`src/rtl/plcp_em_pkg.sv`:
```
`timescale 1ns/1ps
package plcp_em_pkg;

    // Counter slots, shared by the top and its generate loop.
    localparam int N_CTR   = 3;
    localparam int CTR_FRM = 0;
    localparam int CTR_PAR = 1;
    localparam int CTR_REI = 2;

    // Forced-resync tracker states.
    typedef enum logic [1:0] {
        RS_IDLE      = 2'd0,
        RS_WAIT_LOCK = 2'd1,
        RS_BYPASS    = 2'd2
    } rs_state_e;

    // Per-type count enables produced by the gating logic.
    typedef struct packed {
        logic frm;
        logic par;
        logic rei;
    } em_enable_t;

    // Path status byte fields.
    typedef struct packed {
        logic [3:0] rei;
        logic       rai;
        logic [2:0] spare;
    } g1_fields_t;

    function automatic g1_fields_t split_g1(input logic [7:0] b);
        g1_fields_t f;
        f.rei   = b[7:4];
        f.rai   = b[3];
        f.spare = b[2:0];
        return f;
    endfunction

endpackage

```
`src/rtl/plcp_em_counter.sv`:
```
`timescale 1ns/1ps
module plcp_em_counter #(
    parameter int W  = 16,
    parameter int IW = 4
) (
    input  logic          clk,
    input  logic          rst,
    input  logic          en,
    input  logic          snap,
    input  logic [IW-1:0] inc,
    output logic [W-1:0]  live,
    output logic [W-1:0]  held
);
    localparam logic [W-1:0] TOP = '1;

    logic [W-1:0] base;
    logic [W:0]   wide;
    logic [W-1:0] nxt;

    // A snapshot restarts the live count from zero; this cycle's event still lands.
    always_comb begin
        base = snap ? '0 : live;
        wide = {1'b0, base} + {{(W+1-IW){1'b0}}, (en ? inc : {IW{1'b0}})};
        nxt  = wide[W] ? TOP : wide[W-1:0];
    end

    always_ff @(posedge clk) begin
        if (rst) begin
            live <= '0;
            held <= '0;
        end else begin
            live <= nxt;
            if (snap) held <= live;
        end
    end

    AST_NO_WRAP: assert property (@(posedge clk) disable iff (rst)
        (live == TOP && !snap) |=> live == TOP);
    AST_SNAP_COPY: assert property (@(posedge clk) disable iff (rst)
        snap |=> held == $past(live));
    AST_SNAP_CLEAR: assert property (@(posedge clk) disable iff (rst)
        (snap && !en) |=> live == '0);

endmodule

```
`src/rtl/plcp_em_gate.sv`:
```
`timescale 1ns/1ps
module plcp_em_gate
    import plcp_em_pkg::*;
#(
    parameter int HOLD_FRAMES = 2
) (
    input  logic       clk,
    input  logic       rst,
    input  logic       frame_stb,
    input  logic       oof_in,
    input  logic       lock_in,
    input  logic       cnt_all,
    input  logic       resync_ctl,
    output logic       force_search,
    output logic       bypass,
    output logic       hold_busy,
    output em_enable_t en
);
    localparam int HW = $clog2(HOLD_FRAMES + 1);
    localparam logic [HW-1:0] HOLD_LOAD = HW'(HOLD_FRAMES);

    logic          oof_q;
    logic          res_q;
    logic          oof_fall;
    logic          res_rise;
    logic [HW-1:0] hold_cnt;
    rs_state_e     rs_st, rs_nxt;

    assign oof_fall  = oof_q & ~oof_in;
    assign res_rise  = resync_ctl & ~res_q;
    assign bypass    = (rs_st == RS_BYPASS);
    assign hold_busy = (hold_cnt != '0);

    always_comb begin
        rs_nxt = rs_st;
        if (res_rise)
            rs_nxt = RS_WAIT_LOCK;
        else if (rs_st == RS_WAIT_LOCK && lock_in)
            rs_nxt = RS_BYPASS;
        else if (rs_st == RS_BYPASS && oof_fall)
            rs_nxt = RS_IDLE;
    end

    always_comb begin
        en.frm = cnt_all | bypass | ~oof_in;
        en.rei = cnt_all | bypass | ~oof_in;
        en.par = cnt_all | bypass | (~oof_in & ~oof_fall & ~hold_busy);
    end

    always_ff @(posedge clk) begin
        if (rst) begin
            oof_q        <= 1'b0;
            res_q        <= 1'b0;
            force_search <= 1'b0;
            hold_cnt     <= '0;
            rs_st        <= RS_IDLE;
        end else begin
            oof_q        <= oof_in;
            res_q        <= resync_ctl;
            force_search <= res_rise;
            rs_st        <= rs_nxt;
            if (oof_fall)
                hold_cnt <= HOLD_LOAD;
            else if (frame_stb && hold_busy)
                hold_cnt <= hold_cnt - 1'b1;
        end
    end

    AST_FORCE_SINGLE: assert property (@(posedge clk) disable iff (rst)
        force_search |=> !force_search);
    AST_FORCE_AFTER_HIGH: assert property (@(posedge clk) disable iff (rst)
        force_search |-> $past(resync_ctl));
    AST_HOLD_LOADED: assert property (@(posedge clk) disable iff (rst)
        (oof_q && !oof_in) |=> hold_cnt == HOLD_LOAD);

endmodule

```
`src/rtl/plcp_em_status.sv`:
```
`timescale 1ns/1ps
module plcp_em_status
    import plcp_em_pkg::*;
(
    input  logic       clk,
    input  logic       rst,
    input  logic       frame_stb,
    input  g1_fields_t g1,
    input  logic       oof_in,
    input  logic       lof_in,
    output logic       rai_stat,
    output logic       oof_stat,
    output logic       lof_stat
);
    always_ff @(posedge clk) begin
        if (rst) begin
            rai_stat <= 1'b0;
            oof_stat <= 1'b0;
            lof_stat <= 1'b0;
        end else begin
            oof_stat <= oof_in;
            lof_stat <= lof_in;
            if (frame_stb) rai_stat <= g1.rai;
        end
    end

    AST_RAI_HOLD: assert property (@(posedge clk) disable iff (rst)
        !frame_stb |=> $stable(rai_stat));
    AST_LOF_FOLLOW: assert property (@(posedge clk) disable iff (rst)
        lof_in |=> lof_stat);

endmodule

```
`src/rtl/plcp_rx_errmon.sv`:
```
`timescale 1ns/1ps
module plcp_rx_errmon
    import plcp_em_pkg::*;
#(
    parameter int CNT_W       = 16,
    parameter int REI_W       = 4,
    parameter int HOLD_FRAMES = 2
) (
    input  logic             clk,
    input  logic             rst,
    input  logic             frame_stb,
    input  logic             frm_err,
    input  logic             par_err,
    input  logic [7:0]       g1_byte,
    input  logic             oof_in,
    input  logic             lof_in,
    input  logic             lock_in,
    input  logic             cnt_all,
    input  logic             resync_ctl,
    input  logic             snap_stb,
    output logic             force_search,
    output logic [CNT_W-1:0] frm_cnt,
    output logic [CNT_W-1:0] par_cnt,
    output logic [CNT_W-1:0] rei_cnt,
    output logic             frm_nz,
    output logic             par_nz,
    output logic             rei_nz,
    output logic             rai_stat,
    output logic             oof_stat,
    output logic             lof_stat
);
    g1_fields_t       g1;
    em_enable_t       en;
    logic             bypass;
    logic             hold_busy;
    logic [REI_W-1:0] inc_v  [N_CTR];
    logic             en_v   [N_CTR];
    logic [CNT_W-1:0] live_v [N_CTR];
    logic [CNT_W-1:0] held_v [N_CTR];

    assign g1 = split_g1(g1_byte);

    plcp_em_gate #(.HOLD_FRAMES(HOLD_FRAMES)) u_gate (
        .clk          (clk),
        .rst          (rst),
        .frame_stb    (frame_stb),
        .oof_in       (oof_in),
        .lock_in      (lock_in),
        .cnt_all      (cnt_all),
        .resync_ctl   (resync_ctl),
        .force_search (force_search),
        .bypass       (bypass),
        .hold_busy    (hold_busy),
        .en           (en)
    );

    always_comb begin
        inc_v[CTR_FRM] = REI_W'(frm_err);
        inc_v[CTR_PAR] = REI_W'(par_err);
        inc_v[CTR_REI] = frame_stb ? REI_W'(g1.rei) : '0;
        en_v[CTR_FRM]  = en.frm;
        en_v[CTR_PAR]  = en.par;
        en_v[CTR_REI]  = en.rei;
    end

    for (genvar i = 0; i < N_CTR; i++) begin : g_ctr
        plcp_em_counter #(.W(CNT_W), .IW(REI_W)) u_ctr (
            .clk  (clk),
            .rst  (rst),
            .en   (en_v[i]),
            .snap (snap_stb),
            .inc  (inc_v[i]),
            .live (live_v[i]),
            .held (held_v[i])
        );
    end

    plcp_em_status u_stat (
        .clk       (clk),
        .rst       (rst),
        .frame_stb (frame_stb),
        .g1        (g1),
        .oof_in    (oof_in),
        .lof_in    (lof_in),
        .rai_stat  (rai_stat),
        .oof_stat  (oof_stat),
        .lof_stat  (lof_stat)
    );

    assign frm_cnt = held_v[CTR_FRM];
    assign par_cnt = held_v[CTR_PAR];
    assign rei_cnt = held_v[CTR_REI];
    assign frm_nz  = |held_v[CTR_FRM];
    assign par_nz  = |held_v[CTR_PAR];
    assign rei_nz  = |held_v[CTR_REI];

    AST_OOF_GATES_FRM: assert property (@(posedge clk) disable iff (rst)
        (!cnt_all && oof_in && !bypass && !snap_stb) |=> $stable(live_v[CTR_FRM]));
    AST_OOF_GATES_REI: assert property (@(posedge clk) disable iff (rst)
        (!cnt_all && oof_in && !bypass && !snap_stb) |=> $stable(live_v[CTR_REI]));
    AST_PAR_HOLDOFF: assert property (@(posedge clk) disable iff (rst)
        (!cnt_all && hold_busy && !bypass && !snap_stb) |=> $stable(live_v[CTR_PAR]));
    AST_ALL_COUNTS_FRM: assert property (@(posedge clk) disable iff (rst)
        (cnt_all && frm_err && !snap_stb && live_v[CTR_FRM] != '1)
            |=> live_v[CTR_FRM] == $past(live_v[CTR_FRM]) + 1'b1);

endmodule

```
`config.mk`:
```
export PLATFORM = sky130hd
export DESIGN_NAME = plcp_rx_errmon
export DESIGN_NICKNAME = d
export VERILOG_FILES = /design/src/rtl/plcp_em_pkg.sv /design/src/rtl/plcp_em_counter.sv /design/src/rtl/plcp_em_gate.sv /design/src/rtl/plcp_em_status.sv /design/src/rtl/plcp_rx_errmon.sv
export SDC_FILE = /design/constraint.sdc
export NUM_CORES = 1
export LEC_CHECK = 0
export ABC_AREA = 1
export CAP_MARGIN = 20
export CORE_AREA = 5 5 75 146
export CTS_BUF_LIST = sky130_fd_sc_hd__clkbuf_8 sky130_fd_sc_hd__clkbuf_16
export CTS_CLUSTER_DIAMETER = 40
export DETAILED_ROUTE_END_ITERATION = 8
export DIE_AREA = 0 0 80 151
export GPL_TIMING_DRIVEN = 0
export HOLD_SLACK_MARGIN = 0.06
export PLACE_DENSITY = 0.84
export SETUP_SLACK_MARGIN = 0.1
export SLEW_MARGIN = 20
export SYNTH_ARGS = -nofsm -noshare
export SYNTH_HDL_FRONTEND = slang
export SYNTH_HIERARCHICAL = 1
export SYNTH_SLANG_ARGS = --single-unit
```
`constraint.sdc`:
```
create_clock -name clk -period 4.2 [get_ports clk]
set_clock_uncertainty 0.05 [all_clocks]
set_input_delay 0.84 -clock clk [delete_from_list [all_inputs] [get_ports clk]]
set_output_delay 0.84 -clock clk [all_outputs]
set_load 0.02 [all_outputs]
```
# Yosys cells after proc, flatten, opt, wreduce, memory -nomap -nowiden
# Index checks and enable logic that the tools add are counted.
dict set report word_totals {
  reg_bits 105
  inputBits 19
  output_inout_bits 55
}
dict set report op_classes {
  add_sub_neg 4
  eq_ne 2
  muxes 15
  n_bitwise 11
  n_reduce_logical 12
}
# operator count
set ops {}
lappend ops {{$mux 16} 6}
lappend ops {{$add 16x4->17} 3}
lappend ops {{$reduce_or 16->1} 3}
lappend ops {{$mux 2} 4}
lappend ops {{$mux 4} 2}
lappend ops {{$reduce_bool 2->1} 3}
lappend ops {{$and 1x1->1} 4}
lappend ops {{$not 1->1} 4}
lappend ops {{$reduce_or 2->1} 2}
lappend ops {{$logic_and 1x1->1} 3}
lappend ops {{$mux 1} 3}
lappend ops {{$or 1x1->1} 3}
lappend ops {{$reduce_bool 3->1} 1}
lappend ops {{$eq 2x1->1 const B} 1}
lappend ops {{$eq 2x2->1 const B} 1}
lappend ops {{$sub 2x1->2 const B} 1}

# Depth between registers and ports, before layout
dict set report depth {
  word_depth 9
  ltp_mapped 18
}

# By module
# Netlist, hierarchy kept.
# mod instances cells_per_inst area_per_inst_um2
set by_module_without_submodules {}
lappend by_module_without_submodules {plcp_em_counter 3 239 1676.6}
lappend by_module_without_submodules {plcp_em_gate 1 44 311.5}
lappend by_module_without_submodules {plcp_rx_errmon 1 54 202.7}
lappend by_module_without_submodules {plcp_em_status 1 13 100.1}

# Worst setup path before layout
# No wires, ideal clock.
dict set report synth_timing {
  path_kind {in2reg}
  start {input port snap_stb}
  end {register g_ctr[2].u_ctr.live[10]}
  setup_ns 0.109
  t_arrival_ns 2.703
  required_time_ns 4.041
  slack_ns 1.338
  cell_stages 14
  n_path_buf 3
  cell_sequence {buf_2 -> clkbuf_1 -> nor2_1 -> ha_1 -> fa_1 -> nand3_1 -> nand3_1 -> nand2_2 -> nor2_4 -> nand2_4 -> buf_6 -> nand3_2 -> nand2_1 -> inv_1}
}
dict set report synth_via {
  elab_chain_cells 3
}
# item line_no
set synth_lines {}
lappend synth_lines {{from (decl)} plcp_rx_errmon.sv:20} ;# input logic snap_stb,
lappend synth_lines {{$mux 16} plcp_em_counter.sv:22} ;# base = snap ? '0 : live;
lappend synth_lines {{$add 16x4->17} plcp_em_counter.sv:23} ;# wide = {1'b0, base} + {{(W+1-IW){1'b0}}, (en ? inc : {IW{1'b0}})};
lappend synth_lines {{$mux 16} plcp_em_counter.sv:24} ;# nxt = wide[W] ? TOP : wide[W-1:0];
lappend synth_lines {{to (signal assigned)} plcp_em_counter.sv:32} ;# live <= nxt;
lappend synth_lines {{to (decl)} plcp_em_counter.sv:11} ;# output logic [W-1:0] live,
# No other way between the ends.
# A chain may end at the register's enable or synchronous reset.

# Worst setup path in the final report
# Same ends and word-level chain as after synthesis.

==> impl_metrics.toml <==
[final_layout]
antenna_cells = 0
design_area_mm2 = 0.00684
final_cells = 1051
fin_nets = 949
layout_commonest_cell = "nand2_1"
drive_above_1_share_pct = 9.58
area_growth_pct = 21.2
layout_common_cells = "153 x nand2_1, 141 x nor2_1, 130 x inv_1"

[power]
leakagePower_nw = 3.25
switchingPower_mw = 0.608
internal-power_mw = 1.65
ir_drop_uv = 250
switching_share_pct = 26.9
pwr-share-clk_pct = 38.6
power.density_mw_per_mm2 = 330
power_mw = 2.26
combPwrFrac_pct = 13.9
seq_power_share_pct = 47.6

[timing]
rsz0062_at_grt = "false"
worstMarginPinSlew_ns = 0.657
finalSetupViolCount = 0
slew_headroom_pct = 56.2
max_clock_freq_mhz = 262
min_period_over_period_pct = 90.8
finalCriticalPeriod_ns = 3.82
slew_violations = 0
finalHoldViolCount = 0

[worst_setup_path]
worst_r2r_endpoint = "g_ctr[0].u_ctr/live[12]"
crit_arrival_ns = 4.02
rr_worst_depth = 17
worstSetupPathType = "input pin to flop"
cp-start-kind = "input pin"
reg2reg_setup_slack_ns = 1.45
crit_path_max_fanout = 21
setup.worst_path.end_class = "flop"
regToRegStartpoint = "u_gate/rs_st[0]"
worstPathRequired_ns = 4.40

[placement]
io_buffers = 70
placed_area_mm2 = 0.00653
place.gp.congestion = 0.907
dpl.cell_count = 1035
dp_hpwl_um = 10500

[clocking]
cts.sinks = 106
cts_made_buffers = 9
postCtsSetupBuffers = 0
cts_hold_buf = 0
cts_tree = "done"
cts_root_buf = "clkbuf_16"
cts-resized-gates = 3
clkTransAtPathRegs_ns = 0.07
insertion_delay_ns = 0.35
h-tree-depth = 3
ctsLongestPathBuffers = 2

[routing]
wirelength_um = 13900
drtPass1Iterations = 6
viasPerCell = 5.21
dr.first_iter.drc_count = 416
wl_per_cell_um = 13.2
vias = 5478
drc_errors = 0
ant_nets = 0

[global_route]
track_usage_pct = 24.3
grt_pass1_vias = 5388
grt_antenna_before_repair = 0
grt_overflow = 0
grt_max_degree = 22
grt_pass1_wl_um = 23500

[synth]
syn_area_per_cell_um2 = 6.82
yosys-top-cells-area = "dfxtp_1 38%, nand2_1 10%, nor2_1 9.4%"
synth-seq-cells = 106
ys_seq_area_share_pct = 37.6
netlist_area_mm2 = 0.00564
synth_cell_types = 29
synth.largest_area_cell = "dfxtp_1"
synth_warnings = 6
synthCells = 828
netlist.area_leader.share_pct = 37.6

[floorplan]
ios = 74
start_util_pct = 58.2
core_area_mm2 = 0.00970
die_w_um = 80
die_height_um = 151
die_area_mm2 = 0.0121
core.rowCount = 51

[run]
maxCapViolCount = 0

[worst_hold_path]
hold_path.class = "flop to flop"
whs_endpoint = "u_gate/hold_cnt[0]"
min_path_cells = 2
hp-start = "u_gate/hold_cnt[0]"

[outcome]
status = "finished, final reports clean"
[area by class of cell]
class	count	area (um^2)
fillers	852	2860
repair buffers	70	702
plain buffers	28	169
inverters	137	522
clock inverters	7	87.6
multi-input cells	562	2850
well taps	132	165
clock buffers	9	225
flip-flops and latches	106	2120
[cells in the mapped netlist]
master	count
nor2_1	141
nor3_2	3
buf_2	3
ha_1	13
a21oi_1	46
dfxtp_1	106
inv_1	130
buf_4	4
inv_4	3
nand4_1	3
conb_1	1
o31ai_1	1
nand2_1	153
nand2_2	6
o21bai_1	3
buf_6	6
xor2_1	9
xnor2_1	6
nand2_4	3
clkbuf_1	15
nand3_1	72
inv_2	4
nor2_2	7
a21oi_2	10
nand3_2	18
o21ai_0	55
fa_1	3
nor2_4	3
or2_4	1
[power groups by stage]
stage | logic [mW] | registers [mW] | clock network, mW
floorplan | 0.159 | 1.13 | 0
finish | 0.313 | 1.07 | 0.870
CTS | 0.315 | 1.07 | 0.887
global route | 0.350 | 1.08 | 0.923
global placement | 0.308 | 1.10 | 0
detailed placement | 0.313 | 1.10 | 0
[kinds of logic (layout without fill, tap and decap cells)]
kind of cell | after synthesis | after routing | share of synthesized area (%)
and+or+nand+nor | 410 | 410 | 32.8
buffers and inverters | 165 | 251 | 12.2
AOI/OAI and AO/OA | 115 | 115 | 11.0
DFF | 106 | 106 | 37.6
adders and majority gates | 16 | 16 | 3.95
xor gates and xnor gates | 15 | 15 | 2.33
other | 1 | 6 | 0.0664
[metal layers]
metal  routed length (um)  vias to the layer above  track usage, %
met5                    0                        -               0
met4                  668                        0            14.5
met3                  512                       63            2.86
met2                 7830                      164            46.5
met1                 4850                     2506            24.2
li1                     -                     2745               -
[worst max-delay path, cell delays in order]
cell and delay, ns:
clkdlybuf4s15_2 0.60, buf_2 0.33, clkbuf_1 0.43, nor2_1 0.12, ha_1 0.23, fa_1 0.42
nand3_1 0.11, nand3_1 0.18, nand2_2 0.21, nor2_4 0.05, nand2_4 0.10, buf_6 0.18
nand3_2 0.08, nand2_1 0.07, inv_1 0.04
[per-stage QoR]
stage / setup TNS, ns / hold slack, ns / util (%) / worst slack [ns]
after floorplan: 0 / 0.384 / - / 1.34
after global placement: -19.12 / 0.395 / 67.3 / -0.551
after detailed placement: -19.76 / 0.398 / 67.3 / -0.584
after CTS: 0 / 0.408 / 70.5 / 0.449
after global routing: 0 / 0.433 / 70.5 / 0.206
final: 0 / 0.405 / 70.5 / 0.384
[registers in the layout, summed over array words and instances, names as in the netlist]
| register | flops |
|---|---|
| u_stat/lof_stat | 1 |
| u_gate/hold_cnt | 2 |
| u_gate/rs_st | 2 |
| u_gate/force_search | 1 |
| g_ctr.u_ctr/live | 48 |
| u_gate/oof_q | 1 |
| u_stat/oof_stat | 1 |
| u_stat/rai_stat | 1 |
| g_ctr.u_ctr/held | 48 |
| u_gate/res_q | 1 |
[worst max path at each step]
stage | from | to | slack, ns | cells after the start
2_1_floorplan | snap_stb | g_ctr[2].u_ctr/live[10] | 1.34 | 14
6_report | snap_stb | g_ctr[2].u_ctr/live[10] | 0.38 | 15
4_1_cts | snap_stb | g_ctr[2].u_ctr/live[10] | 0.45 | 15
5_1_grt | snap_stb | g_ctr[2].u_ctr/live[10] | 0.21 | 15
3_5_place_dp | snap_stb | g_ctr[2].u_ctr/live[10] | -0.58 | 15
3_3_place_gp | snap_stb | g_ctr[2].u_ctr/live[12] | -0.55 | 15
No activity file was read; power rests on OpenSTA's default activity.
